==> config.mk <==
export PLATFORM = sky130hd
export DESIGN_NAME = prog_status_readout
export DESIGN_NICKNAME = d
export VERILOG_FILES = /design/src/rtl/prs_pkg.sv /design/src/rtl/prs_edge_track.sv /design/src/rtl/prs_toggle.sv /design/src/rtl/prs_readmux.sv /design/src/rtl/prog_status_readout.sv
export SDC_FILE = /design/constraint.sdc
export NUM_CORES = 1
export LEC_CHECK = 0
export CORE_AREA = 2 2 39 41
export DETAILED_ROUTE_END_ITERATION = 10
export DIE_AREA = 0 0 41 43
export DONT_BUFFER_PORTS = 1
export PLACE_DENSITY = 0.32
export SYNTH_ARGS = -nofsm -noshare
export SYNTH_HDL_FRONTEND = slang
export SYNTH_SLANG_ARGS = --single-unit
==> constraint.sdc <==
create_clock -name clk -period 3 [get_ports clk]
set_clock_uncertainty 0.1 [all_clocks]
set_input_delay 0.6 -clock clk [delete_from_list [all_inputs] [get_ports clk]]
set_output_delay 0.6 -clock clk [all_outputs]
set_load 0.02 [all_outputs]
==> src/rtl/prs_pkg.sv <==
package prs_pkg;

   // Source chosen for each bit of the read word while busy is high
   typedef enum logic [1:0] {
      SRC_FILL = 2'd0,
      SRC_POLL = 2'd1,
      SRC_TOG  = 2'd2
   } busy_src_e;

   function automatic busy_src_e busy_src_of(input int idx, input int poll_idx,
                                             input int tog_idx);
      if (idx == poll_idx)     return SRC_POLL;
      else if (idx == tog_idx) return SRC_TOG;
      else                     return SRC_FILL;
   endfunction

endpackage

==> src/rtl/prs_edge_track.sv <==
module prs_edge_track (
   input  logic clk,
   input  logic rst_n,
   input  logic ce_n_i,
   input  logic oe_n_i,
   input  logic busy_i,
   output logic strobe_o,
   output logic access_start_o,
   output logic busy_rise_o
);

   logic strobe_q;
   logic busy_q;

   assign strobe_o       = ~ce_n_i & ~oe_n_i;
   assign access_start_o = strobe_o & ~strobe_q;
   assign busy_rise_o    = busy_i & ~busy_q;

   always_ff @(posedge clk or negedge rst_n) begin
      if (!rst_n) begin
         strobe_q <= 1'b0;
         busy_q   <= 1'b0;
      end else begin
         strobe_q <= strobe_o;
         busy_q   <= busy_i;
      end
   end

   AST_START_ONCE: assert property (@(posedge clk) disable iff (!rst_n)
      access_start_o |=> !access_start_o);

   AST_RISE_ONCE: assert property (@(posedge clk) disable iff (!rst_n)
      busy_rise_o |=> !busy_rise_o);

endmodule

==> src/rtl/prs_toggle.sv <==
module prs_toggle (
   input  logic clk,
   input  logic rst_n,
   input  logic busy_i,
   input  logic busy_rise_i,
   input  logic access_start_i,
   output logic tog_o
);

   logic tog_q;

   always_ff @(posedge clk or negedge rst_n) begin
      if (!rst_n) begin
         tog_q <= 1'b0;
      end else if (busy_rise_i) begin
         tog_q <= 1'b0;
      end else if (busy_i && access_start_i) begin
         tog_q <= ~tog_q;
      end
   end

   assign tog_o = tog_q;

   AST_TOG_FLIP: assert property (@(posedge clk) disable iff (!rst_n)
      (busy_i && !busy_rise_i && access_start_i) |=> (tog_o != $past(tog_o)));

   AST_TOG_CLEAR: assert property (@(posedge clk) disable iff (!rst_n)
      busy_rise_i |=> !tog_o);

   AST_TOG_IDLE: assert property (@(posedge clk) disable iff (!rst_n)
      !busy_i |=> $stable(tog_o));

   AST_TOG_HOLD: assert property (@(posedge clk) disable iff (!rst_n)
      (!busy_rise_i && !access_start_i) |=> $stable(tog_o));

endmodule

==> src/rtl/prs_readmux.sv <==
module prs_readmux
   import prs_pkg::*;
#(
   parameter int          DW       = 8,
   parameter int          POLL_BIT = 7,
   parameter int          TOG_BIT  = 6,
   parameter logic [DW-1:0] FILL_VAL = '0
) (
   input  logic          clk,
   input  logic          rst_n,
   input  logic          ce_n_i,
   input  logic          oe_n_i,
   input  logic          busy_i,
   input  logic          last_poll_i,
   input  logic          tog_i,
   input  logic [DW-1:0] array_i,
   output logic [DW-1:0] dq_o,
   output logic          dq_oe_o
);

   localparam logic [DW-1:0] KEEP_MASK =
      ~((DW'(1) << POLL_BIT) | (DW'(1) << TOG_BIT));

   logic [DW-1:0] busy_word;
   logic [DW-1:0] sel_word;
   logic          drive;

   for (genvar i = 0; i < DW; i++) begin : g_bit
      localparam busy_src_e SRC = busy_src_of(i, POLL_BIT, TOG_BIT);
      if (SRC == SRC_POLL) begin : g_poll
         assign busy_word[i] = ~last_poll_i;
      end else if (SRC == SRC_TOG) begin : g_tog
         assign busy_word[i] = tog_i;
      end else begin : g_fill
         assign busy_word[i] = FILL_VAL[i];
      end
   end

   assign drive    = ~(ce_n_i | oe_n_i);
   assign sel_word = busy_i ? busy_word : array_i;
   assign dq_o     = drive ? sel_word : '0;
   assign dq_oe_o  = drive;

   AST_OFF_QUIET: assert property (@(posedge clk) disable iff (!rst_n)
      (ce_n_i || oe_n_i) |-> (!dq_oe_o && dq_o == '0));

   AST_POLL_INV: assert property (@(posedge clk) disable iff (!rst_n)
      (dq_oe_o && busy_i) |-> (dq_o[POLL_BIT] == !last_poll_i));

   AST_FILL_ZERO: assert property (@(posedge clk) disable iff (!rst_n)
      (dq_oe_o && busy_i) |-> ((dq_o & KEEP_MASK) == (FILL_VAL & KEEP_MASK)));

   AST_PASS_THRU: assert property (@(posedge clk) disable iff (!rst_n)
      (dq_oe_o && !busy_i) |-> (dq_o == array_i));

endmodule

==> src/rtl/prog_status_readout.sv <==
module prog_status_readout #(
   parameter int            DW       = 8,
   parameter int            POLL_BIT = 7,
   parameter int            TOG_BIT  = 6,
   parameter logic [DW-1:0] FILL_VAL = '0
) (
   input  logic          clk,
   input  logic          rst_n,
   input  logic          ce_n_i,
   input  logic          oe_n_i,
   input  logic          busy_i,
   input  logic          last_poll_bit_i,
   input  logic [DW-1:0] array_data_i,
   output logic [DW-1:0] dq_o,
   output logic          dq_oe_o
);

   if (DW < 2) begin : g_chk_dw
      $error("prog_status_readout: DW must be at least 2");
   end
   if (POLL_BIT < 0 || POLL_BIT >= DW || TOG_BIT < 0 || TOG_BIT >= DW) begin : g_chk_idx
      $error("prog_status_readout: status bit index outside the data word");
   end
   if (POLL_BIT == TOG_BIT) begin : g_chk_dup
      $error("prog_status_readout: poll and toggle bits must differ");
   end

   logic strobe;
   logic access_start;
   logic busy_rise;
   logic tog;

   prs_edge_track u_edge (
      .clk            (clk),
      .rst_n          (rst_n),
      .ce_n_i         (ce_n_i),
      .oe_n_i         (oe_n_i),
      .busy_i         (busy_i),
      .strobe_o       (strobe),
      .access_start_o (access_start),
      .busy_rise_o    (busy_rise)
   );

   prs_toggle u_tog (
      .clk            (clk),
      .rst_n          (rst_n),
      .busy_i         (busy_i),
      .busy_rise_i    (busy_rise),
      .access_start_i (access_start),
      .tog_o          (tog)
   );

   prs_readmux #(
      .DW       (DW),
      .POLL_BIT (POLL_BIT),
      .TOG_BIT  (TOG_BIT),
      .FILL_VAL (FILL_VAL)
   ) u_mux (
      .clk         (clk),
      .rst_n       (rst_n),
      .ce_n_i      (ce_n_i),
      .oe_n_i      (oe_n_i),
      .busy_i      (busy_i),
      .last_poll_i (last_poll_bit_i),
      .tog_i       (tog),
      .array_i     (array_data_i),
      .dq_o        (dq_o),
      .dq_oe_o     (dq_oe_o)
   );

   AST_OE_MATCH: assert property (@(posedge clk) disable iff (!rst_n)
      strobe |-> dq_oe_o);

endmodule

==> key figures <==
Timing
  – Max Freq: around 0.52 GHz
  – Final Max Slew Viols: 0
  – Tmin final: about 1900 ps
  – Fin Hold WS: roughly 300 ps
  – Fin. Hold Viols: 0
  – Slew headroom: 0.580
  – Post-route setup slack: ~1100 ps
  – Unrepaired setup endpoints after global routing: false
  – Setup TNS: 0 ps
  – Worst-margin pin slew: about 630 ps
  – Period utilisation layout: 0.637
  – # setup viols final: 0

Clock network
  – CTS clk-pin slew, worst paths: approximately 30 ps
  – Clock root buffer: clkbuf_4
  – Post-CTS Hold Fix Bufs: 1
  – CTS sink cnt: 3
  – H-tree Lvls: 1
  – Worst-Skew Late Latency: 230 ps
  – Post-cts sizing count: 0
  – CTS tree: built
  – Post-CTS setup buffers: 0
  – Clock buffer depth: 2
  – Num CTS Buffers: 3

Worst setup path
  – Critical path arrival: around 1200 ps
  – Reg2Reg Depth: 2
  – Critical path buffers and inverters: 0
  – CP peak stage delay: roughly 310 ps
  – CP Data Required Time: between 2000 and 2500 ps
  – Worst path slowest cell: nor3_1
  – RR Startpoint: u_edge.strobe_q$_DFF_PN0_
  – R2R Path End: u_tog.tog_o$_DFFE_PN0P_
  – Crit-path cells: nor3_1 -> and2_1
  – FF-to-FF setup slack: around 1800 ps
  – Family with the most delay on the worst path: simple AND/OR/NAND/NOR gates
  – Setup Crit Path Kind: input pin to primary output
  – CP Launch Type: input pin
  – Crit. End Element: primary output
  – CP Max Fanout: 8

Drt
  – Routed Antenna Nets: 0
  – Wire per inst: between 10 and 15 um
  – Initial DRC Count: 0
  – Via density: approximately 4.5
  – DR pass1 iterations: 1
  – Total number of vias: roughly 190
  – # DRC: 0
  – Drt total wl: 508 um

Yosys
  – Mapped Area: between 150 and 200 um2
  – Synth area leader: dfrtp_1
  – Yosys warns: 0
  – Seq/Total Area, Yosys: 0.395
  – Mean post-synth cell area: a little over 9 um2
  – Count of different cell masters after synthesis: 13
  – Mapped Nets: 35
  – Post-Synthesis Cells: 21
  – Share of the synthesized area in the top cell type: 0.395
  – Synth area leaders: dfrtp_1 39%, and2_1 16%, mux2i_1 5.3%, nor3_1 5.3%, a2111oi_0 4.6%
  – #FFs+latches synth: 3

Hold path
  – Hold endpoint: u_edge.busy_q$_DFF_PN0_
  – Hold Crit Start: busy_i
  – Hold Path Depth: 0
  – Hold crit path type: input pin to flop

Run
  – Max Cap Viol: 0

Floorplanning
  – Rows: 14
  – Chip height: between 40 and 50 um
  – Core area: 1380 um2
  – # IOs: 23
  – Die W: ~40 um
  – Total Die Area: 1760 um2
  – Starting Density: 0.137

Finish
  – Layout net count: 42
  – Diode count: 0
  – Fillers: 159
  – Layout area overhead: 35.5%
  – Layout cells sized above 1: 0.185

Placement
  – Worst slack, placed: 1070 ps
  – IO buf count: 0
  – GPL Wtd Cong: between 0.5 and 0.6

GRT
  – Grt ovf: 0
  – Largest net degree at the start of global routing: 9
  – Total GRT Usage: 0.0665
  – Global-route wire length before repair: a little over 700 um
  – Initial antenna violation count: 0
  – Number of global-route vias before repair: 175

Power
  – Power density cells: ~540 nW/um2
  – Overall power: 0.139 mW
  – Static Leak: 0.103 nW
  – Peak supply drop: between 0.15 and 0.2 mV

Outcome
  – Status: complete, no violations
[stage by stage]
stage                util  instance area (um2)  cells
detailed placement  0.160                  221     38
floorplan               -                  190     21
CTS                 0.186                  258     43
finish              0.186                  258     43
global placement    0.160                  221     38
global route        0.186                  258     43
[cell usage after synthesis]
cell type  number
dfrtp_1         3
o311ai_0        1
mux2i_1         1
nor2_1          2
nand2_1         1
nor4b_1         1
a2111oi_0       1
nand2b_1        1
clkbuf_2        1
o311ai_1        1
nor3_1          2
and2_1          5
or3_1           1
[sequential cells by signal, indices dropped and copies added, names as in the netlist]
register,flops
u_edge.strobe_q,1
u_edge.busy_q,1
u_tog.tog_o,1
[area by class of cell]
class | count | area [um2] | area share
Timing Repair Buffer | 3 | 25.0 | 0.0971
Tap cell | 16 | 20.0 | 0.0777
Multi-Input combinational cell | 17 | 111 | 0.432
Clock buffer | 4 | 26.3 | 0.102
Sequential cell | 3 | 75.1 | 0.291
[layout by cell type, fill, tap and decap left out, drive strengths merged]
cell and instances:
a2111oi 1, and2 5, buf 2, clkbuf 4
dfrtp 3, dlygate4sd3 1, mux2i 1, nand2 1
nand2b 1, nor2 2, nor3 2, nor4b 1
o311ai 2, or3 1
[logic make-up (layout without fill, tap and decap cells)]
family,count (synthesis),count (layout),synth area share
mux,1,1,0.0526
flops,3,3,0.395
buf+inv,1,7,0.0263
simple gates,13,13,0.388
compound gates,3,3,0.138
[per-layer routing]
layer	vias up	wire length, um	track usage
met2	18	216	0.0813
met3	0	95	0.0576
met1	87	196	0.0651
met5	-	0	0
met4	0	0	0.0600
li1	88	-	-
[worst max-delay path by stage]
stage | startpoint | depth (start not counted) | to | slack (ps)
after floorplan | busy_i | 2 | dq_o[7] | 450
after global placement | busy_i | 2 | dq_o[3] | 1080
after detailed placement | busy_i | 2 | dq_o[1] | 1070
after CTS | busy_i | 2 | dq_o[1] | 1070
after global routing | busy_i | 2 | dq_o[2] | 1000
final | busy_i | 2 | dq_o[1] | 1090
[power by group]
| part | internal [mW] | leakage, nW | total (mW) | switching, mW |
|---|---|---|---|---|
| clock network | 0.0499 | 0.0150 | 0.0714 | 0.0215 |
| logic | 0.00825 | 0.0503 | 0.0190 | 0.0107 |
| registers | 0.0448 | 0.0376 | 0.0485 | 0.00367 |
(Power assumes the default switching activity.)
